--- src/rtl/nand_fe_pkg.sv ---
package nand_fe_pkg;

    localparam int BUS_W     = 8;
    localparam int ROW_BYTES = 2;
    localparam int ROW_W     = ROW_BYTES * BUS_W;
    localparam int COL_W     = 10;
    localparam int HALF_SPAN = 256;
    localparam int MAIN_SPAN = 512;
    localparam int SPARE_W   = 4;

    localparam logic [BUS_W-1:0] OPC_PTR_LOW   = 8'h00;
    localparam logic [BUS_W-1:0] OPC_PTR_HIGH  = 8'h01;
    localparam logic [BUS_W-1:0] OPC_PTR_SPARE = 8'h50;
    localparam logic [BUS_W-1:0] OPC_IDENT     = 8'h90;
    localparam logic [BUS_W-1:0] OPC_RESET     = 8'hFF;
    localparam logic [BUS_W-1:0] OPC_LOAD      = 8'h80;
    localparam logic [BUS_W-1:0] OPC_LOAD_GO   = 8'h10;
    localparam logic [BUS_W-1:0] OPC_WIPE      = 8'h60;
    localparam logic [BUS_W-1:0] OPC_WIPE_GO   = 8'hD0;
    localparam logic [BUS_W-1:0] OPC_STATUS    = 8'h70;

    typedef enum logic [1:0] {
        BK_CMD,
        BK_ADDR,
        BK_DATA
    } byte_kind_e;

    typedef struct packed {
        logic             vld;
        byte_kind_e       kind;
        logic [BUS_W-1:0] val;
    } bus_evt_t;

    typedef enum logic [2:0] {
        MD_READ,
        MD_IDENT,
        MD_STATUS,
        MD_LOAD,
        MD_WIPE
    } mode_e;

    typedef enum logic [1:0] {
        AR_LOW,
        AR_HIGH,
        AR_SPARE
    } area_e;

    typedef enum logic [1:0] {
        OP_READ,
        OP_LOAD,
        OP_WIPE,
        OP_RESET
    } op_e;

    function automatic logic [COL_W-1:0] col_of(area_e a, logic [BUS_W-1:0] b);
        logic [COL_W-1:0] c;
        case (a)
            AR_HIGH:  c = COL_W'(HALF_SPAN) + COL_W'(b);
            AR_SPARE: c = COL_W'(MAIN_SPAN) + COL_W'(b[SPARE_W-1:0]);
            default:  c = COL_W'(b);
        endcase
        return c;
    endfunction

    function automatic logic [BUS_W-1:0] status_of(logic wp_n, logic busy, logic fail);
        return {wp_n, ~busy, 5'b00000, fail};
    endfunction

    function automatic logic [1:0] addr_need(mode_e m);
        return (m == MD_WIPE) ? 2'(ROW_BYTES) : 2'(ROW_BYTES + 1);
    endfunction

endpackage

--- src/rtl/nand_bus_sampler.sv ---
module nand_bus_sampler
    import nand_fe_pkg::*;
(
    input  logic             clk,
    input  logic             rst,
    input  logic             ce_n,
    input  logic             cle,
    input  logic             ale,
    input  logic             we_n,
    input  logic             re_n,
    input  logic [BUS_W-1:0] io_in,
    output bus_evt_t         evt,
    output logic             re_rise
);

    logic we_q;
    logic re_q;
    logic we_edge;

    assign we_edge = we_n & ~we_q & ~ce_n;

    always_ff @(posedge clk) begin
        if (rst) begin
            we_q    <= 1'b1;
            re_q    <= 1'b1;
            evt     <= '0;
            re_rise <= 1'b0;
        end else begin
            we_q     <= we_n;
            re_q     <= re_n;
            evt.vld  <= we_edge & ~(cle & ale);
            evt.kind <= cle ? BK_CMD : (ale ? BK_ADDR : BK_DATA);
            evt.val  <= io_in;
            re_rise  <= re_n & ~re_q & ~ce_n;
        end
    end

    assert_one_kind_R1: assert property (@(posedge clk) disable iff (rst)
        (we_edge && cle && ale) |=> !evt.vld);

endmodule

--- src/rtl/nand_busy_timer.sv ---
module nand_busy_timer #(
    parameter int CNT_W = 16
) (
    input  logic             clk,
    input  logic             rst,
    input  logic             load,
    input  logic [CNT_W-1:0] load_val,
    output logic             busy
);

    logic [CNT_W-1:0] cnt_q;

    always_ff @(posedge clk) begin
        if (rst) begin
            cnt_q <= '0;
        end else if (load) begin
            cnt_q <= load_val;
        end else if (cnt_q != '0) begin
            cnt_q <= cnt_q - 1'b1;
        end
    end

    assign busy = (cnt_q != '0);

    assert_load_busy_R6: assert property (@(posedge clk) disable iff (rst)
        (load && load_val != '0) |=> busy);

    assert_idle_stays_R8: assert property (@(posedge clk) disable iff (rst)
        (!busy && !load) |=> !busy);

endmodule

--- src/rtl/nand_cmd_decoder.sv ---
module nand_cmd_decoder
    import nand_fe_pkg::*;
#(
    parameter int CNT_W     = 16,
    parameter int READ_CYC  = 500,
    parameter int LOAD_CYC  = 4000,
    parameter int WIPE_CYC  = 40000,
    parameter int RESET_CYC = 100
) (
    input  logic             clk,
    input  logic             rst,
    input  bus_evt_t         evt,
    input  logic             re_rise,
    input  logic             wp_n,
    input  logic             busy,
    output logic             tload,
    output logic [CNT_W-1:0] tval,
    output mode_e            mode_o,
    output logic [COL_W-1:0] col_o,
    output logic [ROW_W-1:0] row_o,
    output logic             fail_o,
    output logic [1:0]       id_idx_o,
    output logic             wr_vld_o,
    output logic [BUS_W-1:0] wr_byte_o
);

    mode_e            mode_q, mode_d;
    area_e            area_q, area_d;
    op_e              op_q, op_d;
    logic [1:0]       acnt_q, acnt_d;
    logic [COL_W-1:0] col_q, col_d;
    logic [ROW_W-1:0] row_q, row_d;
    logic             fail_q, fail_d;
    logic [1:0]       idx_q, idx_d;
    logic             wrv_q, wrv_d;
    logic [BUS_W-1:0] wrb_q, wrb_d;

    logic cmd_ok;
    logic free_addr;
    logic free_data;
    logic reset_locked;

    assign cmd_ok       = evt.vld && (evt.kind == BK_CMD) &&
                          (!busy || evt.val == OPC_RESET || evt.val == OPC_STATUS);
    assign free_addr    = evt.vld && (evt.kind == BK_ADDR) && !busy;
    assign free_data    = evt.vld && (evt.kind == BK_DATA) && !busy;
    assign reset_locked = busy && (op_q == OP_RESET);

    always_comb begin
        logic launched;
        int   bi;
        mode_d   = mode_q;
        area_d   = area_q;
        op_d     = op_q;
        acnt_d   = acnt_q;
        col_d    = col_q;
        row_d    = row_q;
        fail_d   = fail_q;
        idx_d    = idx_q;
        wrv_d    = 1'b0;
        wrb_d    = wrb_q;
        tload    = 1'b0;
        tval     = '0;
        launched = 1'b0;
        bi       = 0;

        if (cmd_ok) begin
            case (evt.val)
                OPC_RESET: begin
                    if (!reset_locked) begin
                        tload  = 1'b1;
                        tval   = CNT_W'(RESET_CYC);
                        op_d   = OP_RESET;
                        col_d  = '0;
                        row_d  = '0;
                        area_d = AR_LOW;
                        fail_d = 1'b0;
                        mode_d = MD_READ;
                        acnt_d = '0;
                    end
                end
                OPC_STATUS: mode_d = MD_STATUS;
                OPC_PTR_LOW: begin
                    mode_d = MD_READ;
                    area_d = AR_LOW;
                    acnt_d = '0;
                end
                OPC_PTR_HIGH: begin
                    mode_d = MD_READ;
                    area_d = AR_HIGH;
                    acnt_d = '0;
                end
                OPC_PTR_SPARE: begin
                    mode_d = MD_READ;
                    area_d = AR_SPARE;
                    acnt_d = '0;
                end
                OPC_IDENT: begin
                    mode_d = MD_IDENT;
                    acnt_d = '0;
                    idx_d  = '0;
                end
                OPC_LOAD: begin
                    mode_d = MD_LOAD;
                    acnt_d = '0;
                end
                OPC_WIPE: begin
                    mode_d = MD_WIPE;
                    acnt_d = '0;
                end
                OPC_LOAD_GO, OPC_WIPE_GO: begin
                    if ((evt.val == OPC_LOAD_GO && mode_q == MD_LOAD) ||
                        (evt.val == OPC_WIPE_GO && mode_q == MD_WIPE)) begin
                        mode_d   = MD_READ;
                        acnt_d   = '0;
                        launched = 1'b1;
                        if (wp_n) begin
                            tload  = 1'b1;
                            tval   = (mode_q == MD_LOAD) ? CNT_W'(LOAD_CYC) : CNT_W'(WIPE_CYC);
                            op_d   = (mode_q == MD_LOAD) ? OP_LOAD : OP_WIPE;
                            fail_d = 1'b0;
                        end else begin
                            fail_d = 1'b1;
                        end
                    end
                end
                default: ;
            endcase
        end else if (free_addr) begin
            if (mode_q == MD_IDENT) begin
                idx_d = '0;
            end else if ((mode_q == MD_READ || mode_q == MD_LOAD || mode_q == MD_WIPE) &&
                         acnt_q < addr_need(mode_q)) begin
                acnt_d = acnt_q + 2'd1;
                if (mode_q != MD_WIPE && acnt_q == 2'd0) begin
                    col_d = col_of(area_q, evt.val);
                end else begin
                    bi = (mode_q == MD_WIPE) ? int'(acnt_q) : int'(acnt_q) - 1;
                    row_d[BUS_W*bi +: BUS_W] = evt.val;
                end
                if (mode_q == MD_READ && acnt_q == addr_need(mode_q) - 2'd1) begin
                    tload    = 1'b1;
                    tval     = CNT_W'(READ_CYC);
                    op_d     = OP_READ;
                    acnt_d   = '0;
                    launched = 1'b1;
                end
            end
        end else if (free_data && mode_q == MD_LOAD && acnt_q == addr_need(MD_LOAD)) begin
            wrv_d = 1'b1;
            wrb_d = evt.val;
        end

        if (launched && area_q == AR_HIGH) begin
            area_d = AR_LOW;
        end

        if (re_rise && mode_q == MD_IDENT && idx_q != 2'd2) begin
            idx_d = idx_q + 2'd1;
        end
    end

    always_ff @(posedge clk) begin
        if (rst) begin
            mode_q <= MD_READ;
            area_q <= AR_LOW;
            op_q   <= OP_READ;
            acnt_q <= '0;
            col_q  <= '0;
            row_q  <= '0;
            fail_q <= 1'b0;
            idx_q  <= '0;
            wrv_q  <= 1'b0;
            wrb_q  <= '0;
        end else begin
            mode_q <= mode_d;
            area_q <= area_d;
            op_q   <= op_d;
            acnt_q <= acnt_d;
            col_q  <= col_d;
            row_q  <= row_d;
            fail_q <= fail_d;
            idx_q  <= idx_d;
            wrv_q  <= wrv_d;
            wrb_q  <= wrb_d;
        end
    end

    assign mode_o    = mode_q;
    assign col_o     = col_q;
    assign row_o     = row_q;
    assign fail_o    = fail_q;
    assign id_idx_o  = idx_q;
    assign wr_vld_o  = wrv_q;
    assign wr_byte_o = wrb_q;

    assert_busy_gate_R9: assert property (@(posedge clk) disable iff (rst)
        (busy && evt.vld && evt.kind == BK_CMD &&
         evt.val != OPC_RESET && evt.val != OPC_STATUS)
        |=> ($stable(mode_q) && $stable(area_q)));

    assert_wipe_extra_R5: assert property (@(posedge clk) disable iff (rst)
        (free_addr && mode_q == MD_WIPE && acnt_q == 2'd2) |=> $stable(row_q));

    assert_data_after_addr_R6: assert property (@(posedge clk) disable iff (rst)
        wrv_q |-> (mode_q == MD_LOAD && acnt_q == 2'd3));

    assert_wp_block_R11: assert property (@(posedge clk) disable iff (rst)
        (cmd_ok && evt.val == OPC_LOAD_GO && mode_q == MD_LOAD && !wp_n)
        |=> (fail_q && !busy));

    assert_reset_clears_R12: assert property (@(posedge clk) disable iff (rst)
        (cmd_ok && evt.val == OPC_RESET && !reset_locked)
        |=> (col_q == '0 && row_q == '0 && busy && area_q == AR_LOW));

endmodule

--- src/rtl/nand_cmd_frontend.sv ---
module nand_cmd_frontend
    import nand_fe_pkg::*;
#(
    parameter int          READ_CYC  = 500,
    parameter int          PROG_CYC  = 4000,
    parameter int          ERASE_CYC = 40000,
    parameter int          RESET_CYC = 100,
    parameter logic [7:0]  MAKER_ID  = 8'h3C,
    parameter logic [7:0]  DEVICE_ID = 8'hA6
) (
    input  logic        clk,
    input  logic        rst,
    input  logic        ce_n,
    input  logic        cle,
    input  logic        ale,
    input  logic        we_n,
    input  logic        re_n,
    input  logic        wp_n,
    input  logic [7:0]  io_in,
    output logic [7:0]  io_out,
    output logic        io_oe,
    output logic        rb,
    output logic [9:0]  col_addr,
    output logic [15:0] row_addr,
    output logic        wr_valid,
    output logic [7:0]  wr_data
);

    localparam int MAX_A   = (READ_CYC > PROG_CYC) ? READ_CYC : PROG_CYC;
    localparam int MAX_B   = (ERASE_CYC > RESET_CYC) ? ERASE_CYC : RESET_CYC;
    localparam int MAX_CYC = (MAX_A > MAX_B) ? MAX_A : MAX_B;
    localparam int CNT_W   = $clog2(MAX_CYC + 1);

    bus_evt_t         evt;
    logic             re_rise;
    logic             busy;
    logic             tload;
    logic [CNT_W-1:0] tval;
    mode_e            mode;
    logic             fail;
    logic [1:0]       id_idx;
    logic [7:0]       id_byte;
    logic             shows_status;

    nand_bus_sampler i_sampler (
        .clk     (clk),
        .rst     (rst),
        .ce_n    (ce_n),
        .cle     (cle),
        .ale     (ale),
        .we_n    (we_n),
        .re_n    (re_n),
        .io_in   (io_in),
        .evt     (evt),
        .re_rise (re_rise)
    );

    nand_cmd_decoder #(
        .CNT_W     (CNT_W),
        .READ_CYC  (READ_CYC),
        .LOAD_CYC  (PROG_CYC),
        .WIPE_CYC  (ERASE_CYC),
        .RESET_CYC (RESET_CYC)
    ) i_decoder (
        .clk       (clk),
        .rst       (rst),
        .evt       (evt),
        .re_rise   (re_rise),
        .wp_n      (wp_n),
        .busy      (busy),
        .tload     (tload),
        .tval      (tval),
        .mode_o    (mode),
        .col_o     (col_addr),
        .row_o     (row_addr),
        .fail_o    (fail),
        .id_idx_o  (id_idx),
        .wr_vld_o  (wr_valid),
        .wr_byte_o (wr_data)
    );

    nand_busy_timer #(
        .CNT_W (CNT_W)
    ) i_timer (
        .clk      (clk),
        .rst      (rst),
        .load     (tload),
        .load_val (tval),
        .busy     (busy)
    );

    always_comb begin
        case (id_idx)
            2'd0:    id_byte = MAKER_ID;
            2'd1:    id_byte = DEVICE_ID;
            default: id_byte = 8'h00;
        endcase
    end

    assign shows_status = (mode == MD_STATUS);
    assign io_oe  = ~ce_n & ~re_n & (shows_status | (mode == MD_IDENT));
    assign io_out = !io_oe ? 8'h00 :
                    (shows_status ? status_of(wp_n, busy, fail) : id_byte);
    assign rb     = ~busy;

    assert_status_fields_R10: assert property (@(posedge clk) disable iff (rst)
        (io_oe && shows_status)
        |-> (io_out[6] == rb && io_out[7] == wp_n && io_out[5:1] == 5'b0 && io_out[0] == fail));

    assert_oe_needs_select_R1: assert property (@(posedge clk) disable iff (rst)
        ce_n |-> !io_oe);

endmodule

--- config.mk ---
export PLATFORM = sky130hd
export DESIGN_NAME = nand_cmd_frontend
export DESIGN_NICKNAME = d
export VERILOG_FILES = /design/src/rtl/nand_fe_pkg.sv /design/src/rtl/nand_bus_sampler.sv /design/src/rtl/nand_busy_timer.sv /design/src/rtl/nand_cmd_decoder.sv /design/src/rtl/nand_cmd_frontend.sv
export SDC_FILE = /design/constraint.sdc
export NUM_CORES = 1
export LEC_CHECK = 0
export BUFFER_PORTS_ARGS = -buffer_cell sky130_fd_sc_hd__buf_2
export CAP_MARGIN = 20
export CORE_ASPECT_RATIO = 0.7
export CORE_MARGIN = 5
export CORE_UTILIZATION = 60
export CTS_BUF_LIST = sky130_fd_sc_hd__clkbuf_16
export DETAILED_ROUTE_END_ITERATION = 8
export PLACE_DENSITY = 0.84
export SYNTH_ARGS = -nofsm -noshare
export SYNTH_HDL_FRONTEND = slang
export SYNTH_SLANG_ARGS = --single-unit
--- constraint.sdc ---
create_clock -name clk -period 8.2 [get_ports clk]
set_clock_uncertainty 0.05 [all_clocks]
set_input_delay 0.82 -clock clk [delete_from_list [all_inputs] [get_ports clk]]
set_output_delay 0.82 -clock clk [all_outputs]
set_load 0.1 [all_outputs]
==> results of run 1 <==
-- per-layer routing --
| metal | GRT usage [%] | vias up | routed length, um |
|---|---|---|---|
| li1 | - | 1747 | - |
| met1 | 37.55 | 1695 | 4777 |
| met2 | 38.75 | 161 | 4348 |
| met3 | 6.965 | 15 | 1023 |
| met4 | 6.641 | 0 | 104 |
| met5 | 0 | - | 0 |
-- area by class of cell --
cell class              instances  share of cell area, %
clock buffers                   9                  4.948
clock inverters                 6                  2.474
inverters                      12                 0.9896
multi-input cells             351                  48.65
flip-flops and latches         77                  33.86
well taps                      78                  2.144
repair buffers                 62                  6.927
-- worst max-delay path: stages, from the launching register on --
cell and delay, ns:
sky130_fd_sc_hd__dfxtp_1 0.32, sky130_fd_sc_hd__inv_1 0.11, sky130_fd_sc_hd__ha_1 0.16, sky130_fd_sc_hd__nor3b_1 0.59, sky130_fd_sc_hd__nand3_1 0.14, sky130_fd_sc_hd__nor3_1 0.15
sky130_fd_sc_hd__buf_4 0.23, sky130_fd_sc_hd__and3_1 0.17, sky130_fd_sc_hd__buf_2 0.42
-- through the flow --
stage / hold slack (ns) / power, mW / setup WS, ns
global route: 0.3655 / 1.277 / 4.461
detailed placement: 0.3378 / 0.7690 / 4.833
global placement: 0.3345 / 0.7580 / 5.044
floorplan: 0.3236 / 0.7018 / 3.965
finish: 0.3474 / 1.217 / 4.694
CTS: 0.3464 / 1.218 / 4.712
-- where the power goes --
group	internal (mW)	leakage [nW]	switching [mW]	total [mW]
combinational	0.131	1.01	0.186	0.318
sequential	0.408	0.626	0.0447	0.452
clock	0.296	0.165	0.151	0.447
-- cell usage in the layout (no fill, tap or decap), types with 3 or more instances in the layout --
master	count
sky130_fd_sc_hd__nor3_1	19
sky130_fd_sc_hd__nor2_1	41
sky130_fd_sc_hd__or3_1	5
sky130_fd_sc_hd__mux2i_1	4
sky130_fd_sc_hd__nand3b_1	9
sky130_fd_sc_hd__nor4b_1	3
sky130_fd_sc_hd__dfxtp_1	77
sky130_fd_sc_hd__nand2b_1	4
sky130_fd_sc_hd__or2_2	4
sky130_fd_sc_hd__o21ai_0	12
sky130_fd_sc_hd__and4_1	3
sky130_fd_sc_hd__nor3b_1	5
sky130_fd_sc_hd__inv_1	12
sky130_fd_sc_hd__nor4bb_1	3
sky130_fd_sc_hd__nand4b_1	4
sky130_fd_sc_hd__a22o_1	6
sky130_fd_sc_hd__or4_1	3
sky130_fd_sc_hd__nor4_1	6
sky130_fd_sc_hd__buf_2	60
sky130_fd_sc_hd__nand3_1	24
sky130_fd_sc_hd__nor2b_1	14
sky130_fd_sc_hd__bufinv_16	3
sky130_fd_sc_hd__ha_1	14
sky130_fd_sc_hd__nor4_2	3
sky130_fd_sc_hd__xor2_1	3
sky130_fd_sc_hd__and3_1	5
sky130_fd_sc_hd__nand2_1	53
sky130_fd_sc_hd__xnor2_1	11
sky130_fd_sc_hd__a21oi_1	47
sky130_fd_sc_hd__o21a_1	5
sky130_fd_sc_hd__clkbuf_16	9
-- worst paths after layout --
path	from	endpoint	slack (ns)	cells after the start
worst max register to register	i_decoder.mode_o[0]	i_timer.cnt_q[6]	4.73	7
worst min-delay path	i_sampler.re_q	i_sampler.re_rise	0.35	1
worst min register to register	i_sampler.re_q	i_sampler.re_rise	0.35	1
worst max-delay path	i_timer.cnt_q[0]	io_out[6]	4.69	8
-- state kept, by name, summed over array words and instances, names as in the netlist, 2 cells and up --
signal,flops
i_decoder.acnt_q,2
i_decoder.area_q,2
i_decoder.col_o,10
i_decoder.id_idx_o,2
i_decoder.mode_o,3
i_decoder.op_q,2
i_decoder.row_o,16
i_decoder.wr_byte_o,8
i_sampler.evt,11
i_timer.cnt_q,16
-- logic make-up after synthesis --
| group | share of synthesized area (%) |
|---|---|
| AOI/OAI and AO/OA | 15.83 |
| buffers and inverters | 3.813 |
| xor gates and xnor gates | 3.140 |
| DFF | 39.47 |
| and+or+nand+nor | 32.23 |
| adders and majority gates | 4.486 |
| muxes | 1.025 |
==> metrics.txt, run 1 <==
antenna violations before repair=0; category of the worst setup path launch point=flop; horizontal die dimension=106.4 um; Post-Layout Inst Area=4552 sq um; gate count after technology mapping=462; Max Freq=285.2 MHz; post-detailed-routing wire length=10250 um; maximum count of clock buffers along a single path=2; register clock-pin slew on the reported worst setup and hold paths=0.06 ns; global-route wire length before repair=17350 um; Die ar.=8247 sq um; largest net degree at the start of global routing=66; height of the die=77.50 um; Cell Rows=24; clock network latency to the later pin of the worst-skew pair=0.33 ns; number of post-CTS setup repair buffers=0; arrival time at the worst endpoint=2.64 ns; Post-Synthesis Net Count=492; Finish-stage setup viols=0; most used standard cell by instance count after synthesis=sky130_fd_sc_hd__dfxtp_1; via count of the first global-routing pass=3464; Sink Count=77; core area=6276 sq um; DRC viols=0; number of warnings issued by yosys=0; Layout Cells excl Fill=595; HPWL after DPL=7131 um; master cell of the clock root buffer=sky130_fd_sc_hd__clkbuf_16; First-pass DRT Iterations=5; number of enable-type register cells in the synthesized netlist=0; placed standard-cell area=4214 sq um; Fin. Hold Viols=0; WS Path Type=reg2out; post-synthesis instance area=3905 sq um; portion of the post-synthesis area used by sequential elements=39.47%; Worst Setup End Kind=output port; fin crit share=42.76%; sum of negative setup slack=0 ns; IR drop worst, VDD=0.1563 mV; cell total after placement=580; Seq. cell area=1541 sq um; highest fanout seen on the critical path=14; share of synthesized flip-flops with an asynchronous set or reset=0%; prevailing post-synth register cell=sky130_fd_sc_hd__dfxtp_1; power density over the cells=267.3 nW/um^2; Overflow after GRT=0; leakage power figure=1.803 nW; slew at the pin closest to its max-slew limit=1.040 ns; level count of the clock H-tree=3; number of vias in the routed layout=3618; Commonest cells post-synth=77 x sky130_fd_sc_hd__dfxtp_1, 53 x sky130_fd_sc_hd__nand2_1, 47 x sky130_fd_sc_hd__a21oi_1, 41 x sky130_fd_sc_hd__nor2_1, 24 x sky130_fd_sc_hd__nand3_1; average routed wire per standard cell=17.23 um; clock buffer count from CTS=9; Pins Over Slew Limit=0; global-route usage over all layers=26.01%; outcome=complete, no violations; RSZ-0062 raised after global routing=no; number of design-rule violations left by the first detailed-router iteration=286; fillcell total=481; classification of the worst-slack hold path=reg2reg; share of layout cells above drive strength 1=19.15%; P&R area growth vs syn=16.57%; clock tree from TritonCTS=yes; normalized max-slew margin=29.72%; Period minus WS final=3.506 ns; Buffers on Ports=60; maximum capacitance violations=0; number of vias per cell=6.081; number of gates given a new drive strength after cts=0; routability congestion estimate from global placement=0.9061; area fraction of the dominant cell type after synthesis=39.47%; endpoint required time on the critical path=7.33 ns; hold-fix buffers at CTS=0; FF+latch count, synth=77; largest cells by area after synthesis=sky130_fd_sc_hd__dfxtp_1 39%, sky130_fd_sc_hd__a21oi_1 6.0%, sky130_fd_sc_hd__nand2_1 5.1%, sky130_fd_sc_hd__ha_1 4.5%, sky130_fd_sc_hd__nor2_1 3.9%; diodes inserted=0; Post-Syn Area per Cell=8.452 sq um; Unique masters post-synth=64; largest area contributor in the netlist=sky130_fd_sc_hd__dfxtp_1; Initial Util=62.22%; Final #Nets=543; number of I/O pins=61; multi-input gate area in the final layout=2215 sq um; remaining antenna violation count after routing=0; end-of-flow core utilization=72.53%
(Power assumes the default switching activity.)
==> run 2, diff against run 1 <==
--- a/config.mk
+++ b/config.mk
@@ -9,10 +9,10 @@
 export CAP_MARGIN = 20
 export CORE_ASPECT_RATIO = 0.7
 export CORE_MARGIN = 5
-export CORE_UTILIZATION = 60
+export CORE_UTILIZATION = 57
 export CTS_BUF_LIST = sky130_fd_sc_hd__clkbuf_16
 export DETAILED_ROUTE_END_ITERATION = 8
-export PLACE_DENSITY = 0.84
+export PLACE_DENSITY = 0.8
 export SYNTH_ARGS = -nofsm -noshare
 export SYNTH_HDL_FRONTEND = slang
 export SYNTH_SLANG_ARGS = --single-unit
==> constraint.sdc (replaced) <==
create_clock -name clk -period 3.25 [get_ports clk]
set_clock_uncertainty 0.05 [all_clocks]
set_input_delay 0.325 -clock clk [delete_from_list [all_inputs] [get_ports clk]]
set_output_delay 0.325 -clock clk [all_outputs]
set_load 0.1 [all_outputs]
==> run 2 against run 1 <==
Net effect: global-route usage decreased by 0.94 points; via count increased by 3.2%; critical path depth decreased by 1; sequential power increased to 2.5 times the previous value; sequential cell count unchanged; sequential share of layout area decreased by 0.59 points; worst hold slack got worse by 0.22 ns; core utilization decreased by 3.3 points; wire length increased by 0.38%; worst setup slack got worse by 4.5 ns; clock power increased by 100%; critical endpoint is now i_timer.cnt_q[6]; highest routed layer unchanged.
==> metrics.txt, run 2 (synthesized netlist as in run 1, its figures left out) <==
smallest hold slack=0.1241 ns; post-detailed-routing wire length=10290 um; end-of-flow core utilization=69.22%; highest fanout seen on the critical path=15; core area=6694 sq um; remaining antenna violation count after routing=0; Clock Power Share=31.6%; part of the power in combinational logic=29.2%; P&R area growth vs syn=18.65%; diodes inserted=0; Initial Util=58.34%; Pins Over Slew Limit=0; maximum count of clock buffers along a single path=2; cell total after placement=608; sum of negative setup slack=0 ns; met1 WL=4698 um; share of layout cells above drive strength 1=20.94%; number of design-rule violations left by the first detailed-router iteration=437; number of vias per cell=5.982; detailed route wirelength on metal3=1126 um; DRC viols=0; largest net degree at the start of global routing=34; net load switching power=0.9887 mW; Layout Cells excl Fill=624; Max Freq=325.3 MHz; height of the die=79.25 um; Seq. cell area=1541 sq um; master cell of the clock root buffer=sky130_fd_sc_hd__clkbuf_16; via count of the first global-routing pass=3507; outcome=complete, no violations; average routed wire per standard cell=16.49 um; post-placement worst setup slack=0.1992 ns; Cell Rows=25; hold-fix buffers at CTS=0; maximum capacitance violations=0; fillcell total=566; Buffers on Ports=60; arrival time at the worst endpoint=3.28 ns; slew at the pin closest to its max-slew limit=0.6853 ns; final critical-path setup slack=0.1754 ns; number of vias in the routed layout=3733; Top Family by Delay on Critical Path=simple AND/OR/NAND/NOR gates; endpoint required time on the critical path=3.46 ns; IR drop worst, VDD=0.3935 mV; number of I/O pins=61; Period minus WS final=3.075 ns; relative contribution of sequential cells to total power=39.2%; leakage power figure=1.839 nW; placed standard-cell area=4354 sq um; antenna violations before repair=0; Fin. Hold Viols=0; register clock-pin slew on the reported worst setup and hold paths=0.06 ns; HPWL after DPL=7526 um; leading cell type in the layout, fill and taps excluded=sky130_fd_sc_hd__dfxtp_1; Top Layer Used=met4; clock network latency to the later pin of the worst-skew pair=0.33 ns; normalized max-slew margin=54.10%; Overflow after GRT=0; classification of the worst-slack hold path=in2reg; fin crit share=94.60%; crit-path cells=or3b_2 -> ha_1 -> nor4b_1 -> nand2_1 -> a21oi_4 -> o21bai_2 -> nor3_1; First-pass DRT Iterations=5; WS Path Type=reg2reg; category of the worst setup path launch point=flop; Pwr Total=2.897 mW; power density over the cells=625.3 nW/um^2; Die ar.=8633 sq um; Post-Layout Inst Area=4633 sq um; global-route wire length before repair=17060 um; clock tree from TritonCTS=yes; cell at the slowest stage of the critical path=sky130_fd_sc_hd__or3b_2; highest-count cells in the layout ignoring fill and taps=77 x sky130_fd_sc_hd__dfxtp_1, 58 x sky130_fd_sc_hd__buf_2, 53 x sky130_fd_sc_hd__nand2_1; clock buffer count from CTS=9; RSZ-0062 raised after global routing=no; Finish-stage setup viols=0; Final #Nets=555; routability congestion estimate from global placement=0.9033; Sink Count=77; Worst Setup End Kind=flop; multi-input gate area in the final layout=2220 sq um; Power Internal=1.909 mW; buffer and inverter count on the worst path=0; level count of the clock H-tree=3; global-route usage over all layers=25.06%; horizontal die dimension=108.9 um; Max stage delay on crit path=0.54 ns; met2 wire length=4318 um; Net Sw Frac=34.13%
## run 2: cell count changes in the layout (fill, tap and decap cells not counted), sizes merged
| cell | before | now |
|---|---|---|
| buf | 62 | 74 |
| bufinv | 3 | 0 |
| clkinvlp | 0 | 2 |
| inv | 12 | 14 |
## run 2: worst register-to-register path: stages (launching register included)
cell and delay, ns:
sky130_fd_sc_hd__dfxtp_1 0.43, sky130_fd_sc_hd__or3b_2 0.54, sky130_fd_sc_hd__ha_1 0.38, sky130_fd_sc_hd__nor4b_1 0.51, sky130_fd_sc_hd__nand2_1 0.19, sky130_fd_sc_hd__a21oi_4 0.45
sky130_fd_sc_hd__o21bai_2 0.24, sky130_fd_sc_hd__nor3_1 0.22
## run 2: cell type report
| type | count | area share [%] |
|---|---|---|
| clock inverter | 7 | 1.053 |
| sequential | 77 | 33.27 |
| inverter | 12 | 0.9722 |
| clock buffer | 9 | 4.861 |
| timing repair buffer | 74 | 9.398 |
| tap | 94 | 2.538 |
| multi-input combinational | 351 | 47.91 |
## run 2: worst paths after layout
| path | from | to | slack (ns) | cells after the start |
|---|---|---|---|---|
| worst max-delay path | i_decoder.mode_o[2] | i_timer.cnt_q[6] | 0.18 | 7 |
| worst min-delay path | ale | i_sampler.evt[9] | 0.12 | 2 |
| worst max register to register | i_decoder.mode_o[2] | i_timer.cnt_q[6] | 0.18 | 7 |
| worst min register to register | i_sampler.re_q | i_sampler.re_rise | 0.35 | 1 |
## run 2: per-layer routing
| metal | up-vias | GRT usage, % |
|---|---|---|
| met5 | - | 0 |
| met4 | 0 | 7.440 |
| met3 | 23 | 8.123 |
| met2 | 215 | 36.70 |
| met1 | 1720 | 35.00 |
| li1 | 1775 | - |
## run 2: timing repair
action                                  CTS  global route
endpoints found under the setup margin    0             8
resized for setup                         0             1
setup buffers                             0             0
## run 2: power groups by stage
stage	Sequential [mW]	Clock (mW)	Combinational, mW
after CTS	1.13	0.929	0.836
after detailed placement	1.15	0	0.825
after floorplan	1.13	0	0.647
after global placement	1.14	0	0.799
after global routing	1.15	0.975	0.927
final	1.14	0.915	0.847
==> run 3, diff against run 2 <==
--- a/config.mk
+++ b/config.mk
@@ -9,10 +9,10 @@
 export CAP_MARGIN = 20
 export CORE_ASPECT_RATIO = 0.7
 export CORE_MARGIN = 5
-export CORE_UTILIZATION = 57
+export CORE_UTILIZATION = 35
 export CTS_BUF_LIST = sky130_fd_sc_hd__clkbuf_16
 export DETAILED_ROUTE_END_ITERATION = 8
-export PLACE_DENSITY = 0.8
+export HOLD_SLACK_MARGIN = 0.08
 export SYNTH_ARGS = -nofsm -noshare
 export SYNTH_HDL_FRONTEND = slang
 export SYNTH_SLANG_ARGS = --single-unit
==> constraint.sdc (replaced) <==
create_clock -name clk -period 2.55 [get_ports clk]
set_clock_uncertainty 0.05 [all_clocks]
set_input_delay 0.255 -clock clk [delete_from_list [all_inputs] [get_ports clk]]
set_output_delay 0.255 -clock clk [all_outputs]
set_load 0.1 [all_outputs]
==> run 3 against run 2 <==
Net effect: cell count rose by 17%; worst setup slack got worse by 0.10 ns; critical path depth rose by 1; design area rose by 15%; first-iteration DRC count fell by 39%; sequential share of layout area fell by 4.2 points; clock power rose by 60%; wire length rose by 13%; critical path type unchanged; register-to-register slack got worse by 0.10 ns; combinational power rose by 61%; sequential power rose by 26%.
==> metrics.txt, run 3 (synthesized netlist as in run 1, its figures left out) <==
Overflow after GRT=0; RSZ-0062 raised after global routing=yes; highest-count cells in the layout ignoring fill and taps=73 x sky130_fd_sc_hd__dfxtp_1, 58 x sky130_fd_sc_hd__buf_2, 53 x sky130_fd_sc_hd__nand2_1; global-route usage over all layers=17.68%; highest fanout seen on the critical path=5; number of vias in the routed layout=3812; outcome=complete, no violations; length in cells of the worst reg-to-reg path=8; slew at the pin closest to its max-slew limit=0.6032 ns; sum of negative setup slack=0 ns; Pins Over Slew Limit=0; global-route wire length before repair=18720 um; fillcell total=1107; Final #Nets=604; cell total after placement=698; arrival time at the worst endpoint=2.65 ns; remaining antenna violation count after routing=0; maximum count of clock buffers along a single path=2; height of the die=98.38 um; HPWL after DPL=8554 um; clock buffer count from CTS=9; Worst Setup End Kind=flop; via count of the first global-routing pass=3612; Register-to-Register Setup Slack=0.08 ns; share of layout cells above drive strength 1=29.88%; classification of the worst-slack hold path=in2reg; Period minus WS final=2.475 ns; Initial Util=35.60%; number of design-rule violations left by the first detailed-router iteration=266; master cell of the clock root buffer=sky130_fd_sc_hd__clkbuf_16; level count of the clock H-tree=3; cell at the slowest stage of the critical path=sky130_fd_sc_hd__or4_4; clock network latency to the later pin of the worst-skew pair=0.34 ns; core area=10970 sq um; WS Path Type=reg2reg; routability congestion estimate from global placement=0.9206; First-pass DRT Iterations=5; clock tree from TritonCTS=yes; origin of the worst setup path=i_timer.cnt_q[6]; most frequent CP cell=sky130_fd_sc_hd__or3_1; Pwr Total=4.254 mW; register clock-pin slew on the reported worst setup and hold paths=0.06 ns; antenna violations before repair=0; Sink Count=77; Max stage delay on crit path=0.57 ns; IR drop worst, VDD=0.4240 mV; average routed wire per standard cell=15.94 um; leakage power figure=2.135 nW; category of the worst setup path launch point=flop; number of vias per cell=5.208; Die ar.=13400 sq um; P&R area growth vs syn=36.40%; Layout Cells excl Fill=732; power density over the cells=798.6 nW/um^2; post-detailed-routing wire length=11670 um; Buffers on Ports=60; r2r startpoint=i_timer.cnt_q[6]; DRC viols=0; fin crit share=97.04%; crit-path cells=buf_4 -> or4_4 -> or3_1 -> or3_1 -> nor3_2 -> xnor2_1 -> o21a_1 -> nor2_1; number of I/O pins=61; endpoint required time on the critical path=2.73 ns; Max Freq=404.1 MHz; diodes inserted=0; capture point of the critical path=i_timer.cnt_q[15]; maximum capacitance violations=0; normalized max-slew margin=59.79%; largest net degree at the start of global routing=36; leading cell type in the layout, fill and taps excluded=sky130_fd_sc_hd__dfxtp_1; Finish-stage setup viols=0; Fin. Hold Viols=0; horizontal die dimension=136.3 um; Cell Rows=32; critical register-to-register path endpoint=i_timer.cnt_q[15]
==> run 3: worst min path at each step <==
stage / from / to / slack (ns) / cells after the start
6_report: re_n / i_sampler.re_q / 0.09 / 2
5_1_grt: re_n / i_sampler.re_q / 0.11 / 2
4_1_cts: re_n / i_sampler.re_q / 0.08 / 2
3_5_place_dp: i_sampler.re_q / i_sampler.re_rise / 0.33 / 1
3_3_place_gp: i_sampler.re_q / i_sampler.re_rise / 0.34 / 1
2_1_floorplan: ale / i_sampler.evt[9] / 0.28 / 1
==> run 3: what timing repair did <==
item,CTS,global route
setup buffers,0,8
hold endpoints to repair,9,0
hold buffers,9,0
gates resized for setup,0,21
endpoints found under the setup margin,0,47
==> run 3: report_power, final <==
part           total, mW  internal [mW]  switching [mW]
logic               1.36          0.669           0.693
registers           1.44           1.31           0.124
clock network       1.46          0.952           0.505
total               4.25           2.93            1.32
==> run 3: area by class of cell <==
| class | count | area [sq um] | area share (%) |
|---|---|---|---|
| tap | 153 | 191.4 | 3.594 |
| clock buffer | 9 | 225.2 | 4.228 |
| clock inverter | 7 | 115.1 | 2.161 |
| timing repair buffer | 123 | 845.8 | 15.88 |
| multi-input combinational | 351 | 2357 | 44.26 |
| sequential | 77 | 1546 | 29.03 |
| inverter | 12 | 45.04 | 0.8457 |
==> run 3: worst max-delay path, delay by kind of cell, from the launching register on <==
family / cells / cell delay [ns]
compound gates: 1 / 0.13
xor+xnor: 1 / 0.15
buf+inv: 1 / 0.15
flops: 1 / 0.32
simple gates: 5 / 1.56
==> run 3: layer usage <==
| metal | global-route usage (%) | wire, um |
|---|---|---|
| met3 | 5.098 | 863 |
| met5 | 0 | 0 |
| met1 | 26.70 | 5933 |
| met4 | 4.338 | 127 |
| met2 | 24.46 | 4741 |
==> run 3: per-stage QoR <==
| stage | worst slack, ns | utilization, % | area (sq um) | hold slack [ns] |
|---|---|---|---|---|
| 3_5_place_dp | 0.03954 | 43.01 | 4718 | 0.3341 |
| 4_1_cts | 0.001195 | 46.93 | 5149 | 0.08145 |
| 2_1_floorplan | -0.01996 | - | 3964 | 0.2761 |
| 5_1_grt | -0.02356 | 48.55 | 5326 | 0.1052 |
| 6_report | 0.07542 | 48.55 | 5326 | 0.09417 |
| 3_3_place_gp | 0.05242 | 43.01 | 4718 | 0.3373 |
